===== src/rtl/vad_pkg.sv =====
// Shared types and constants for the virtual address region decoder.
// Assumes a 32-bit virtual address whose top three bits pick a 512 MiB area.
package vad_pkg;
    localparam int VA_W      = 32;
    localparam int AREA_W    = 3;
    localparam int SQ_TAG_W  = 6;
    localparam int EXC_W     = 12;
    localparam int LOW_W     = VA_W - AREA_W;

    localparam logic [SQ_TAG_W-1:0] SQ_TAG   = 6'b111000;
    localparam logic [EXC_W-1:0]    EXC_NONE = 12'h000;
    localparam logic [EXC_W-1:0]    EXC_RDEX = 12'h0C0;
    localparam logic [EXC_W-1:0]    EXC_WR   = 12'h100;

    typedef enum logic [2:0] {
        RGN_USER  = 3'd0,
        RGN_FIX_C = 3'd1,
        RGN_FIX_U = 3'd2,
        RGN_KMAP  = 3'd3,
        RGN_SQWIN = 3'd4,
        RGN_CTRL  = 3'd5
    } rgn_e;

    typedef enum logic [1:0] {
        ACC_RD  = 2'd0,
        ACC_WR  = 2'd1,
        ACC_EX  = 2'd2,
        ACC_RSV = 2'd3
    } acc_e;

    typedef enum logic [1:0] {
        ERR_NONE = 2'd0,
        ERR_RD   = 2'd1,
        ERR_WR   = 2'd2,
        ERR_EX   = 2'd3
    } err_e;
endpackage


===== src/rtl/vad_region_class.sv =====
// Sorts a virtual address into a fixed region.
// Assumes the area is given by the top AREA_W bits and the store-queue
// window by the top SQ_TAG_W bits; purely combinational.
module vad_region_class
    import vad_pkg::*;
(
    input  logic [VA_W-1:0] vaddr_i,
    output rgn_e            rgn_o
);
    logic [AREA_W-1:0] area;

    assign area = vaddr_i[VA_W-1 -: AREA_W];

    // Map the top address bits to a region.
    always_comb begin
        case (area)
            3'd4:    rgn_o = RGN_FIX_C;
            3'd5:    rgn_o = RGN_FIX_U;
            3'd6:    rgn_o = RGN_KMAP;
            3'd7:    rgn_o = (vaddr_i[VA_W-1 -: SQ_TAG_W] == SQ_TAG) ? RGN_SQWIN : RGN_CTRL;
            default: rgn_o = RGN_USER;
        endcase
    end
endmodule


===== src/rtl/vad_access_check.sv =====
// Decides between bypass, address error and translation for one access.
// Assumes the region has already been classified; purely combinational.
module vad_access_check
    import vad_pkg::*;
(
    input  logic [VA_W-1:0]  vaddr_i,
    input  rgn_e             rgn_i,
    input  logic [1:0]       acc_i,
    input  logic             priv_i,
    input  logic             mmu_en_i,
    output logic [VA_W-1:0]  paddr_o,
    output logic             bypass_o,
    output logic             need_xlat_o,
    output err_e             err_o,
    output logic [EXC_W-1:0] exc_o
);
    logic fixed_rgn;
    logic keep_full;
    logic user_block;
    logic [VA_W-1:0] masked;

    assign fixed_rgn  = (rgn_i == RGN_FIX_C) || (rgn_i == RGN_FIX_U) ||
                        (rgn_i == RGN_SQWIN) || (rgn_i == RGN_CTRL);
    assign keep_full  = (rgn_i == RGN_SQWIN) || (rgn_i == RGN_CTRL);
    assign user_block = !priv_i && fixed_rgn && (rgn_i != RGN_SQWIN);
    assign masked     = {{AREA_W{1'b0}}, vaddr_i[LOW_W-1:0]};

    // Resolve the outcome: region rules first, then the enable flag.
    always_comb begin
        paddr_o     = '0;
        bypass_o    = 1'b0;
        need_xlat_o = 1'b0;
        err_o       = ERR_NONE;
        exc_o       = EXC_NONE;
        if (user_block) begin
            case (acc_i)
                ACC_WR: begin err_o = ERR_WR; exc_o = EXC_WR;   end
                ACC_EX: begin err_o = ERR_EX; exc_o = EXC_RDEX; end
                default: begin err_o = ERR_RD; exc_o = EXC_RDEX; end
            endcase
        end else if (fixed_rgn) begin
            bypass_o = 1'b1;
            paddr_o  = keep_full ? vaddr_i : masked;
        end else if (!mmu_en_i) begin
            bypass_o = 1'b1;
            paddr_o  = masked;
        end else begin
            need_xlat_o = 1'b1;
        end
    end
endmodule


===== src/rtl/vad_cache_attr.sv =====
// Reports whether a region allows caching for the current privilege.
// Assumes cache-control register gating is applied elsewhere.
module vad_cache_attr
    import vad_pkg::*;
(
    input  rgn_e rgn_i,
    input  logic priv_i,
    output logic cacheable_o
);
    // Privileged: uncached window and control space are not cacheable.
    always_comb begin
        if (priv_i)
            cacheable_o = !((rgn_i == RGN_FIX_U) || (rgn_i == RGN_SQWIN) ||
                            (rgn_i == RGN_CTRL));
        else
            cacheable_o = (rgn_i == RGN_USER);
    end
endmodule


===== src/rtl/vad_region_decoder.sv =====
// Top of the virtual address region decoder: classifies the address,
// resolves bypass/error/translation and the cacheable attribute.
// Assumes all inputs are stable within a cycle; no state is held.
module vad_region_decoder
    import vad_pkg::*;
(
    input  logic [31:0] vaddr_i,
    input  logic [1:0]  acc_kind_i,
    input  logic        priv_i,
    input  logic        mmu_en_i,
    output logic [31:0] paddr_o,
    output logic        bypass_o,
    output logic        need_xlat_o,
    output logic        perm_rd_o,
    output logic        perm_wr_o,
    output logic        perm_ex_o,
    output logic [1:0]  err_kind_o,
    output logic [11:0] exc_code_o,
    output logic        cacheable_o
);
    rgn_e rgn;
    err_e err;

    vad_region_class u_class (
        .vaddr_i (vaddr_i),
        .rgn_o   (rgn)
    );

    vad_access_check u_check (
        .vaddr_i     (vaddr_i),
        .rgn_i       (rgn),
        .acc_i       (acc_kind_i),
        .priv_i      (priv_i),
        .mmu_en_i    (mmu_en_i),
        .paddr_o     (paddr_o),
        .bypass_o    (bypass_o),
        .need_xlat_o (need_xlat_o),
        .err_o       (err),
        .exc_o       (exc_code_o)
    );

    vad_cache_attr u_cache (
        .rgn_i       (rgn),
        .priv_i      (priv_i),
        .cacheable_o (cacheable_o)
    );

    assign err_kind_o = err;

    // Bypass results carry full permission, other outcomes none.
    assign perm_rd_o = bypass_o;
    assign perm_wr_o = bypass_o;
    assign perm_ex_o = bypass_o;

    // Cross-checks between the classifier, the resolver and the ports.
    always_comb begin
        // address errors arise only in user mode
        a_r3_err_user_only: assert (!(err_kind_o != 2'd0 && priv_i))
            else $error("address error in privileged mode");
        // translation requests only when translation is enabled
        a_r7_xlat_needs_en: assert (!(need_xlat_o && !mmu_en_i))
            else $error("translation requested with translation off");
        // outcomes are mutually exclusive
        a_r7_one_outcome: assert ($countones({bypass_o, need_xlat_o, err_kind_o != 2'd0}) == 1)
            else $error("not exactly one outcome");
        // exception code matches the error kind
        a_r5_code_match: assert ((err_kind_o == 2'd0) == (exc_code_o == 12'h000))
            else $error("exception code inconsistent with error kind");
        // below the control space a bypass address has its top bits cleared
        a_r1_masked_top: assert (!(bypass_o && vaddr_i[31:29] != 3'b111 && paddr_o[31:29] != 3'b000))
            else $error("bypass address not masked");
        // user mode caches only the user region
        a_r9_user_cache: assert (!(cacheable_o && !priv_i && vaddr_i[31]))
            else $error("user-mode cacheable above user region");
    end
endmodule


===== config.mk =====
export PLATFORM = sky130hd
export DESIGN_NAME = vad_region_decoder
export DESIGN_NICKNAME = d
export VERILOG_FILES = /design/src/rtl/vad_pkg.sv /design/src/rtl/vad_region_class.sv /design/src/rtl/vad_access_check.sv /design/src/rtl/vad_cache_attr.sv /design/src/rtl/vad_region_decoder.sv
export SDC_FILE = /design/constraint.sdc
export NUM_CORES = 1
export LEC_CHECK = 0
export BUFFER_PORTS_ARGS = -buffer_cell sky130_fd_sc_hd__clkbuf_2
export CORE_MARGIN = 3
export CORE_UTILIZATION = 30
export DETAILED_ROUTE_END_ITERATION = 16
export PLACE_DENSITY = 0.83
export SLEW_MARGIN = 5
export SYNTH_ARGS = -nofsm -noshare
export SYNTH_HDL_FRONTEND = slang
export SYNTH_HIERARCHICAL = 1
export SYNTH_SLANG_ARGS = --single-unit
export TNS_END_PERCENT = 5

===== constraint.sdc =====
create_clock -name vclk -period 1.47
set_input_delay 0.147 -clock vclk [all_inputs]
set_output_delay 0.147 -clock vclk [all_outputs]
set_load 0.005 [all_outputs]

==> impl_results.md, run 1 <==
* Status: finished, violations left
* Violated checks: setup timing
* Chip width at between 50 and 60 um
* Setup Crit Path Kind: in -> out
* Max-slew violations at 0
* Post-place instance area at 1090 um2
* Core Area at about 2000 um2
* Final setup violation count at 33
* Vias in the first global route at between 700 and 800
* Layout cells sized above 1 at 0.569
* Fin util at 0.596
* GR Util All Layers at 0.142
* Via density at ~4.4
* Avg Synthesized Cell Area at about 5.5 um2
* CP max stage cell: or2_4
* WL met2 at ~1100 um
* Iteration-0 DRC Markers at 4
* Hold WS at approximately 550 ps
* Register area share after synthesis at 0
* Final Hold Fails at 0
* Syn. warnings at 6
* Rows at 16
* Placed insts at approximately 220
* Lkg Pwr at 0.744 nW
* Post-CTS setup buffers at 0
* First-pass GRT wire length at ~3200 um
* Final worst-path cycle share at 1.06
* Critical path startpoint category: primary input
* Diode count at 0
* Worst-path fanout max at 8
* Hold wc startpoint: vaddr_i[20]
* DP Wirelength at ~1700 um
* Via count at slightly below 1,000
* Unique cell type count in the Yosys netlist at 28
* Max incr delay on CP at approximately 250 ps
* Starting density of the core at 0.324
* Critical Path Source: vaddr_i[30]
* CP required at ~1300 ps
* Setup TNS at -2530 ps
* Top Metal Used: met3
* Worst vdd ir at between 0.00015 and 0.0002 V
* RSZ-0062 raised after global routing: true
* Worst Slack Setup Final at -87.0 ps
* Min Tclk post-route at 1560 ps
* Residual DRC count at 0
* Wirelength per Cell at approximately 9.5 um
* Seq_cells at 0
* Hold Path Class: in -> out
* Max Freq at between 600 and 700 MHz
* Full die area at about 2800 um2
* Fin cells at approximately 220
* Drt total wl at between 2000 and 2500 um
* Crit path arrival time at about 1400 ps
* Total global routing overflow at 0
* CP endpoint kind: output pin
* Register area at 0 um2
* Final nets at between 200 and 250
* Die Y at 52.5 um
* Wire length on met3 at around 210 um
* DRT Pass-1 Iters at 4
* Port Buffers at 79
* Dpl ws at -170 ps
* Clock buffer count at 0
* Pwr Total at between 0.4 and 0.5 mW
* Max-Cap Viols at 0
* Pin count of the biggest net entering global routing at 29
* Mapped cell area at approximately 650 um2
* Io pins at between 80 and 90
* Area added between synthesis and finish at 84.2%
* Final instance area at 1190 um2
* M1 wire length at 845 um
* Critical path, cell by cell: clkbuf_8 -> xor2_2 -> and2_4 -> or2_4 -> a21boi_4 -> buf_4 -> nor3_1 -> clkbuf_2
* Initial antenna violation count at 0
* Cells after Synth at ~120
* Pwr dens at 352 nW/um2
* Antenna-violating nets left at 0
* GPL Wtd Cong at between 0.7 and 0.8
## layout by cell type (no fill, tap or decap)
cell	count
a211oi_4	1
a21boi_1	1
a21boi_2	1
a21boi_4	1
a221oi_1	1
and2_1	3
and2_4	1
and3_2	1
buf_12	3
buf_2	4
buf_4	10
buf_6	1
clkbuf_2	74
clkbuf_8	1
conb_1	9
ha_1	1
inv_1	3
nand2_1	29
nand2_4	1
nand2b_1	1
nand2b_4	1
nand3_2	1
nor2_1	3
nor2_2	1
nor2b_1	3
nor3_1	27
nor3_2	2
nor3b_2	2
nor3b_4	1
o21ai_0	1
o21ai_1	1
o21bai_2	1
o31ai_2	1
or2_4	1
or3_1	1
xor2_2	1
## where the power goes
part           internal [mW]  switching [mW]
Combinational          0.223           0.197
Clock                      0               0
Sequential                 0               0
## synth_stat cells (all sizes together)
| cell type | n | share of area |
|---|---|---|
| nand3 | 1 | 0.0077 |
| and3 | 1 | 0.012 |
| nor3b | 3 | 0.035 |
| a211oi | 1 | 0.019 |
| o31ai | 1 | 0.012 |
| clkbuf | 3 | 0.017 |
| a21boi | 3 | 0.041 |
| nor2 | 4 | 0.023 |
| o21bai | 1 | 0.012 |
| or3 | 1 | 0.0097 |
| nor2b | 3 | 0.029 |
| conb | 1 | 0.0058 |
| nand2b | 2 | 0.031 |
| and2 | 4 | 0.039 |
| ha | 1 | 0.019 |
| a221oi | 1 | 0.014 |
| o21ai | 2 | 0.015 |
| inv | 3 | 0.017 |
| or2 | 1 | 0.0097 |
| nor3 | 29 | 0.22 |
| buf | 20 | 0.22 |
| nand2 | 30 | 0.17 |
| xor2 | 1 | 0.014 |
## what timing repair did
item                                    4_1_cts  5_1_grt
endpoints found under the hold margin         0        0
resized for setup                            14       12
endpoints found under the setup margin       42       43
pin swaps                                     2        1
hold buffers                                  0        0
gates cloned                                  1        0
## worst max-delay path: cells and delay by family
kind	cells	cell delay (ps)
AOI/OAI and AO/OA	1	190
xor gates and xnor gates	1	160
buffers and inverters	3	420
and+or+nand+nor	3	480
## layout make-up
| cell class | instances | area, um2 |
|---|---|---|
| Multi-Input combinational cell | 99 | 598 |
| Fill cell | 195 | 808 |
| Tap cell | 27 | 33.8 |
| Timing Repair Buffer | 93 | 551 |
| Inverter | 3 | 11.3 |
## cell families after synthesis
group,Yosys count,synth area share
AND/OR/NAND/NOR,79,0.593
buffers and inverters,26,0.257
AO/OA/AOI/OAI,9,0.112
XOR/XNOR,1,0.0135
adder cells (fa/ha/maj),1,0.0193
other,1,0.00579
## path summary, 6_finish.rpt
path	to	depth (start not counted)
worst min-delay path	paddr_o[20]	4
worst max-delay path	paddr_o[9]	8
## metal layers
metal  up-vias  GRT usage
met4         0          0
met2        49      0.287
li1        520          -
met5         -          0
met1       413      0.172
met3         0    0.00570
Power figures use the tool's default switching activity.
==> inputs of run 2 (changes only) <==
--- a/config.mk
+++ b/config.mk
@@ -6,10 +6,13 @@
 export NUM_CORES = 1
 export LEC_CHECK = 0
 export BUFFER_PORTS_ARGS = -buffer_cell sky130_fd_sc_hd__clkbuf_2
+export CELL_PAD_IN_SITES_DETAIL_PLACEMENT = 1
+export CELL_PAD_IN_SITES_GLOBAL_PLACEMENT = 1
+export CORE_ASPECT_RATIO = 1.1
 export CORE_MARGIN = 3
-export CORE_UTILIZATION = 30
+export CORE_UTILIZATION = 16
 export DETAILED_ROUTE_END_ITERATION = 16
-export PLACE_DENSITY = 0.83
+export PLACE_DENSITY = 0.79
 export SLEW_MARGIN = 5
 export SYNTH_ARGS = -nofsm -noshare
 export SYNTH_HDL_FRONTEND = slang
==> run 2 against run 1 <==
The run still ends with setup timing left. Design area is 5.2% higher. First-iteration DRC count grew to 5.0 times the previous value. Non-clock buffer count is 2 higher. Sequential share of layout area stayed put. Critical endpoint is now perm_ex_o. Largest cell class is now buffers. Highest routed layer unchanged.
==> impl_results.md, run 2 (synthesis results as in run 1) <==
* Status: finished, violations left
* Violated checks: setup timing
* First-pass GRT wire length at 4310 um (+33%)
* Pwr dens at 359 nW/um2 (+1.8%)
* DRT Pass-1 Iters at 2 (-2)
* Crit path arrival time at 1420 ps (about the same)
* Commonest non-fill, non-tap cell in the layout: clkbuf_2
* Clock network power share at 0 (unchanged)
* Top Metal Used: met3
* GPL Wtd Cong at 0.626 (-13%)
* WL met2 at 1380 um (+30%)
* Min Tclk post-route at 1570 ps (+13.6 ps)
* Fin util at 0.333 (-0.263)
* Setup Crit Path Kind: in -> out
* Hold depth at 4 (unchanged)
* GR Util All Layers at 0.105 (-0.0376)
* Most frequent cells in the layout: 78 x clkbuf_2, 30 x nand2_1, 26 x nor3_1
* Rows at 23 (+7)
* Drt total wl at 2780 um (+31%)
* Io pins at 88 (unchanged)
* Vias in the first global route at 974 (+22%)
* Wirelength per Cell at 11.2 um (+18%)
* Setup TNS at -2440 ps (+94.5 ps)
* Critical path startpoint category: primary input
* Total global routing overflow at 0 (unchanged)
* DP Wirelength at 2230 um (+31%)
* CP required at 1320 ps (about the same)
* Hold Path Class: in -> out
* Hold wc startpoint: vaddr_i[20]
* Area added between synthesis and finish at 93.8%
* Diode count at 0 (unchanged)
* Core Area at 3770 um2 (+88%)
* Final setup violation count at 36 (+9.1%)
* Internal power at 0.240 mW (+7.8%)
* Antenna-violating nets left at 0 (unchanged)
* Worst Hold End: paddr_o[20]
* Register area at 0 um2 (unchanged)
* Max-slew violations at 0 (unchanged)
* Pin count of the biggest net entering global routing at 26 (-10%)
* Die Y at 72.8 um (+39%)
* Sw Pwr at 0.210 mW (+6.5%)
* Initial antenna violation count at 0 (unchanged)
* Layout cells sized above 1 at 0.558 (-0.0109)
* Final worst-path cycle share at 1.07 (+0.00926)
* Via count at 1,047 (+6.6%)
* Full die area at 4850 um2 (+76%)
* Max Freq at 637 MHz (-0.87%)
* Sw Ratio at 0.467 (-0.00311)
* Starting density of the core at 0.172 (-0.152)
* Wire length on met3 at 358 um (+69%)
* Iteration-0 DRC Markers at 20 (+16)
* Comb power frac at 1.000 (about the same)
* Hold Buf Count CTS at 0 (unchanged)
* M1 wire length at 1040 um (+23%)
* Worst vdd ir at 0.000132 V (-25%)
* Worst Slack Setup Final at -101 ps (-13.6 ps)
* Final Hold Fails at 0 (unchanged)
* Max-Cap Viols at 0 (unchanged)
* Worst-path fanout max at 9 (+1)
* Via density at 4.24 (-4.2%)
* RSZ-0062 raised after global routing: true
* Clock buffer count at 0 (unchanged)
* Final nets at 236 (+0.85%)
* Chip width at 66.7 um (+27%)
* Flop pwr share at 0 (unchanged)
* Port Buffers at 79 (unchanged)
* Seq_cells at 0 (unchanged)
* Lkg Pwr at 0.756 nW (+1.5%)
* Residual DRC count at 0 (unchanged)
* CP endpoint kind: output pin
## run 2: changes by cell type in the layout (fill, tap and decap cells not counted), sizes merged
| cell | previous run | this run |
|---|---|---|
| buf | 18 | 17 |
| clkbuf | 75 | 78 |
## run 2: how the worst max path moves through the flow
stage | cells after the start | startpoint | endpoint
after floorplan | 8 | vaddr_i[30] | perm_ex_o
after global placement | 8 | vaddr_i[30] | paddr_o[14]
after detailed placement | 8 | vaddr_i[30] | paddr_o[28]
after CTS | 8 | vaddr_i[29] | paddr_o[16]
after global routing | 8 | vaddr_i[27] | paddr_o[16]
final | 8 | vaddr_i[27] | perm_ex_o
## run 2: area by class of cell
class	instances	area (um2)
fill	500	2510
inverter	3	11.3
multi-input combinational	99	578
tap	50	62.6
timing repair buffer	95	604
## run 2: critical path: stages
cell and delay, ps:
clkbuf_2 90, o31ai_2 260, a21boi_2 120, a21boi_4 160, buf_12 130, buf_12 130, nor3b_4 220, clkbuf_2 150
## run 2: what timing repair did
action	4_1_cts	5_1_grt
endpoints found under the setup margin	41	43
gates cloned	2	0
hold endpoints to repair	0	0
setup buffers	2	0
gates resized for setup	17	4
pin swaps	6	3
## run 2: per-stage QoR
| stage | worst slack (ps) | power [mW] | cell area [um2] | instances | hold WS (ps) |
|---|---|---|---|---|---|
| after floorplan | 6.00 | 0.227 | 697 | 125 | 371 |
| after global placement | -145 | 0.392 | 1130 | 243 | 546 |
| after detailed placement | -200 | 0.403 | 1130 | 243 | 553 |
| after CTS | -98.1 | 0.453 | 1240 | 247 | 553 |
| after global routing | -212 | 0.501 | 1260 | 247 | 566 |
| final | -101 | 0.450 | 1260 | 247 | 550 |
## run 2: power groups by stage
stage	logic, mW	registers [mW]	clock network [mW]
6_report	0.450	0	0
5_1_grt	0.501	0	0
4_1_cts	0.453	0	0
3_5_place_dp	0.403	0	0
3_3_place_gp	0.392	0	0
2_1_floorplan	0.227	0	0
## run 2: per-layer routing
layer,up-vias,global-route usage
met5,-,0
met3,0,0.0169
li1,527,-
met2,57,0.214
met4,0,0.00226
met1,463,0.117
==> inputs of run 3 (changes only) <==
--- a/config.mk
+++ b/config.mk
@@ -13,6 +13,7 @@
 export CORE_UTILIZATION = 16
 export DETAILED_ROUTE_END_ITERATION = 16
 export PLACE_DENSITY = 0.79
+export SETUP_SLACK_MARGIN = 0.15
 export SLEW_MARGIN = 5
 export SYNTH_ARGS = -nofsm -noshare
 export SYNTH_HDL_FRONTEND = slang
==> run 3 against run 2 <==
The run still ends with setup timing left. Maximum frequency fell by 6.4%. First-iteration DRC count down 55%. Worst hold slack is essentially flat. Global-route usage up 1.7 points. Count of clock-buffer cells in the layout unchanged. Flip-flop and latch count is the same. Cell count up 4.0%. Non-clock buffer count up 9.
==> impl_results.md, run 3 (synthesis results as in run 1) <==
* Status: finished, violations left
* Violated checks: setup timing
* Final worst-path cycle share at 1.14 (+0.0724)
* Commonest non-fill, non-tap cell in the layout: clkbuf_2
* Dpl ws at -753 ps (-553 ps)
* Final setup violation count at 42 (+17%)
* Worst Hold End: paddr_o[13]
* Total global routing overflow at 0 (unchanged)
* Max incr delay on CP at 250 ps (about the same)
* Pwr Total at 0.510 mW (+13%)
* Clock network power share at 0 (unchanged)
* Final instance area at 1400 um2 (+11%)
* Port Buffers at 79 (unchanged)
* Rows at 23 (unchanged)
* GR Util All Layers at 0.122 (+0.0168)
* Area added between synthesis and finish at 116%
* Hold wc startpoint: vaddr_i[13]
* GPL Wtd Cong at 0.652 (+4.1%)
* Max Freq at 596 MHz (-6.4%)
* Iteration-0 DRC Markers at 9 (-55%)
* Fill cells at 513 (+2.6%)
* DP Wirelength at 2220 um (-0.70%)
* RSZ-0062 raised after global routing: true
* Seq_cells at 0 (unchanged)
* Register area at 0 um2 (unchanged)
* Setup Crit Path Kind: in -> out
* Lkg Pwr at 0.813 nW (+7.5%)
* Comb power frac at 1.000 (about the same)
* Diode count at 0 (unchanged)
* Clock buffer count at 0 (unchanged)
* CP endpoint kind: output pin
* CP required at 1320 ps (about the same)
* Final Hold Fails at 0 (unchanged)
* Hold Buf Count CTS at 0 (unchanged)
* Post-place instance area at 1110 um2 (-1.6%)
* Layout cells sized above 1 at 0.604 (+0.0455)
* Starting density of the core at 0.172 (unchanged)
* Residual DRC count at 0 (unchanged)
* Via density at 4.27 (+0.79%)
* Placed insts at 242 (-0.41%)
* Pwr dens at 364 nW/um2 (+1.5%)
* Wirelength per Cell at 12.5 um (+11%)
* Initial antenna violation count at 0 (unchanged)
* Hold Path Class: in -> out
* Min Tclk post-route at 1680 ps (+106 ps)
* Worst Slack Setup Final at -207 ps (-106 ps)
* Pin count of the biggest net entering global routing at 18 (-31%)
* Io pins at 88 (unchanged)
* Flop pwr share at 0 (unchanged)
* Most frequent cells in the layout: 73 x clkbuf_2, 29 x nand2_1, 27 x nor3_1
* First-pass GRT wire length at 4840 um (+12%)
* Full die area at 4850 um2 (unchanged)
* Chip width at 66.7 um (unchanged)
* Setup TNS at -5980 ps (-3550 ps)
* Die Y at 72.8 um (unchanged)
* Critical Path Source: vaddr_i[27]
* CP max stage cell: o31ai_4
* Max-Cap Viols at 0 (unchanged)
* Fin cells at 257 (+4.0%)
* Max-slew violations at 0 (unchanged)
* Via count at 1,098 (+4.9%)
* Worst-path fanout max at 8 (-1)
* Final nets at 246 (+4.2%)
* Hold depth at 4 (unchanged)
* Internal power at 0.273 mW (+13%)
* Antenna-violating nets left at 0 (unchanged)
* Critical path, cell by cell: clkbuf_2 -> o31ai_4 -> a21boi_2 -> buf_6 -> a21boi_4 -> buf_6 -> clkbuf_16 -> nor3_1 -> clkbuf_2
* Critical path startpoint category: primary input
* DRT Pass-1 Iters at 3 (+1)
* Sw Ratio at 0.465 (-0.00150)
* Core Area at 3770 um2 (unchanged)
* Worst vdd ir at 0.000128 V (-2.7%)
* Vias in the first global route at 1,086 (+11%)
* Crit path arrival time at 1530 ps (+110 ps)
* Sw Pwr at 0.237 mW (+13%)
* Drt total wl at 3210 um (+16%)
## run 3: changes by cell type in the layout (fill, tap and decap cells not counted), moves of 2 or more
cell / delta
buf_12: -2
buf_2: +4
buf_4: +8
buf_6: +2
clkbuf_2: -5
## run 3: layer usage
layer / global-route usage / part of all wire / wire length (um)
met1: 0.140 / 0.38 / 1210
met3: 0.0139 / 0.097 / 311
met5: 0 / 0 / 0
met2: 0.241 / 0.51 / 1650
met4: 0.0135 / 0.012 / 39
## run 3: timing repair
action | in CTS | in global routing
buffers inserted | 10 | 1
resized for setup | 19 | 19
setup endpoints to repair | 43 | 43
hold endpoints to repair | 0 | 0
cloned | 3 | 1
pin swaps | 11 | 9
## run 3: layout make-up
type	instances	area, um2	share of cell area
Inverter	3	11.3	0.00804
Timing Repair Buffer	104	682	0.487
Multi-Input combinational cell	100	644	0.460
Tap cell	50	62.6	0.0447
## run 3: worst max path at each step
stage,end,slack (ps),cells past startpoint
after floorplan,perm_ex_o,50,8
after global placement,paddr_o[27],-710,7
after detailed placement,paddr_o[9],-750,7
after CTS,paddr_o[26],-210,10
after global routing,paddr_o[11],-280,10
final,paddr_o[11],-210,9
## run 3: power groups by stage
stage / Combinational (mW) / Sequential (mW) / Clock (mW)
floorplan: 0.229 / 0 / 0
global placement: 0.383 / 0 / 0
detailed placement: 0.390 / 0 / 0
CTS: 0.477 / 0 / 0
global route: 0.563 / 0 / 0
finish: 0.510 / 0 / 0
## run 3: through the flow
step,utilization,hold slack (ps)
6_report,0.371,550
5_1_grt,0.371,567
4_1_cts,0.346,554
3_5_place_dp,0.294,553
3_3_place_gp,0.294,548
2_1_floorplan,-,371
## run 3: critical path: cells and delay by family
kind,cells,cell delay [ps]
buf+inv,5,680
compound gates,3,480
simple gates,1,210
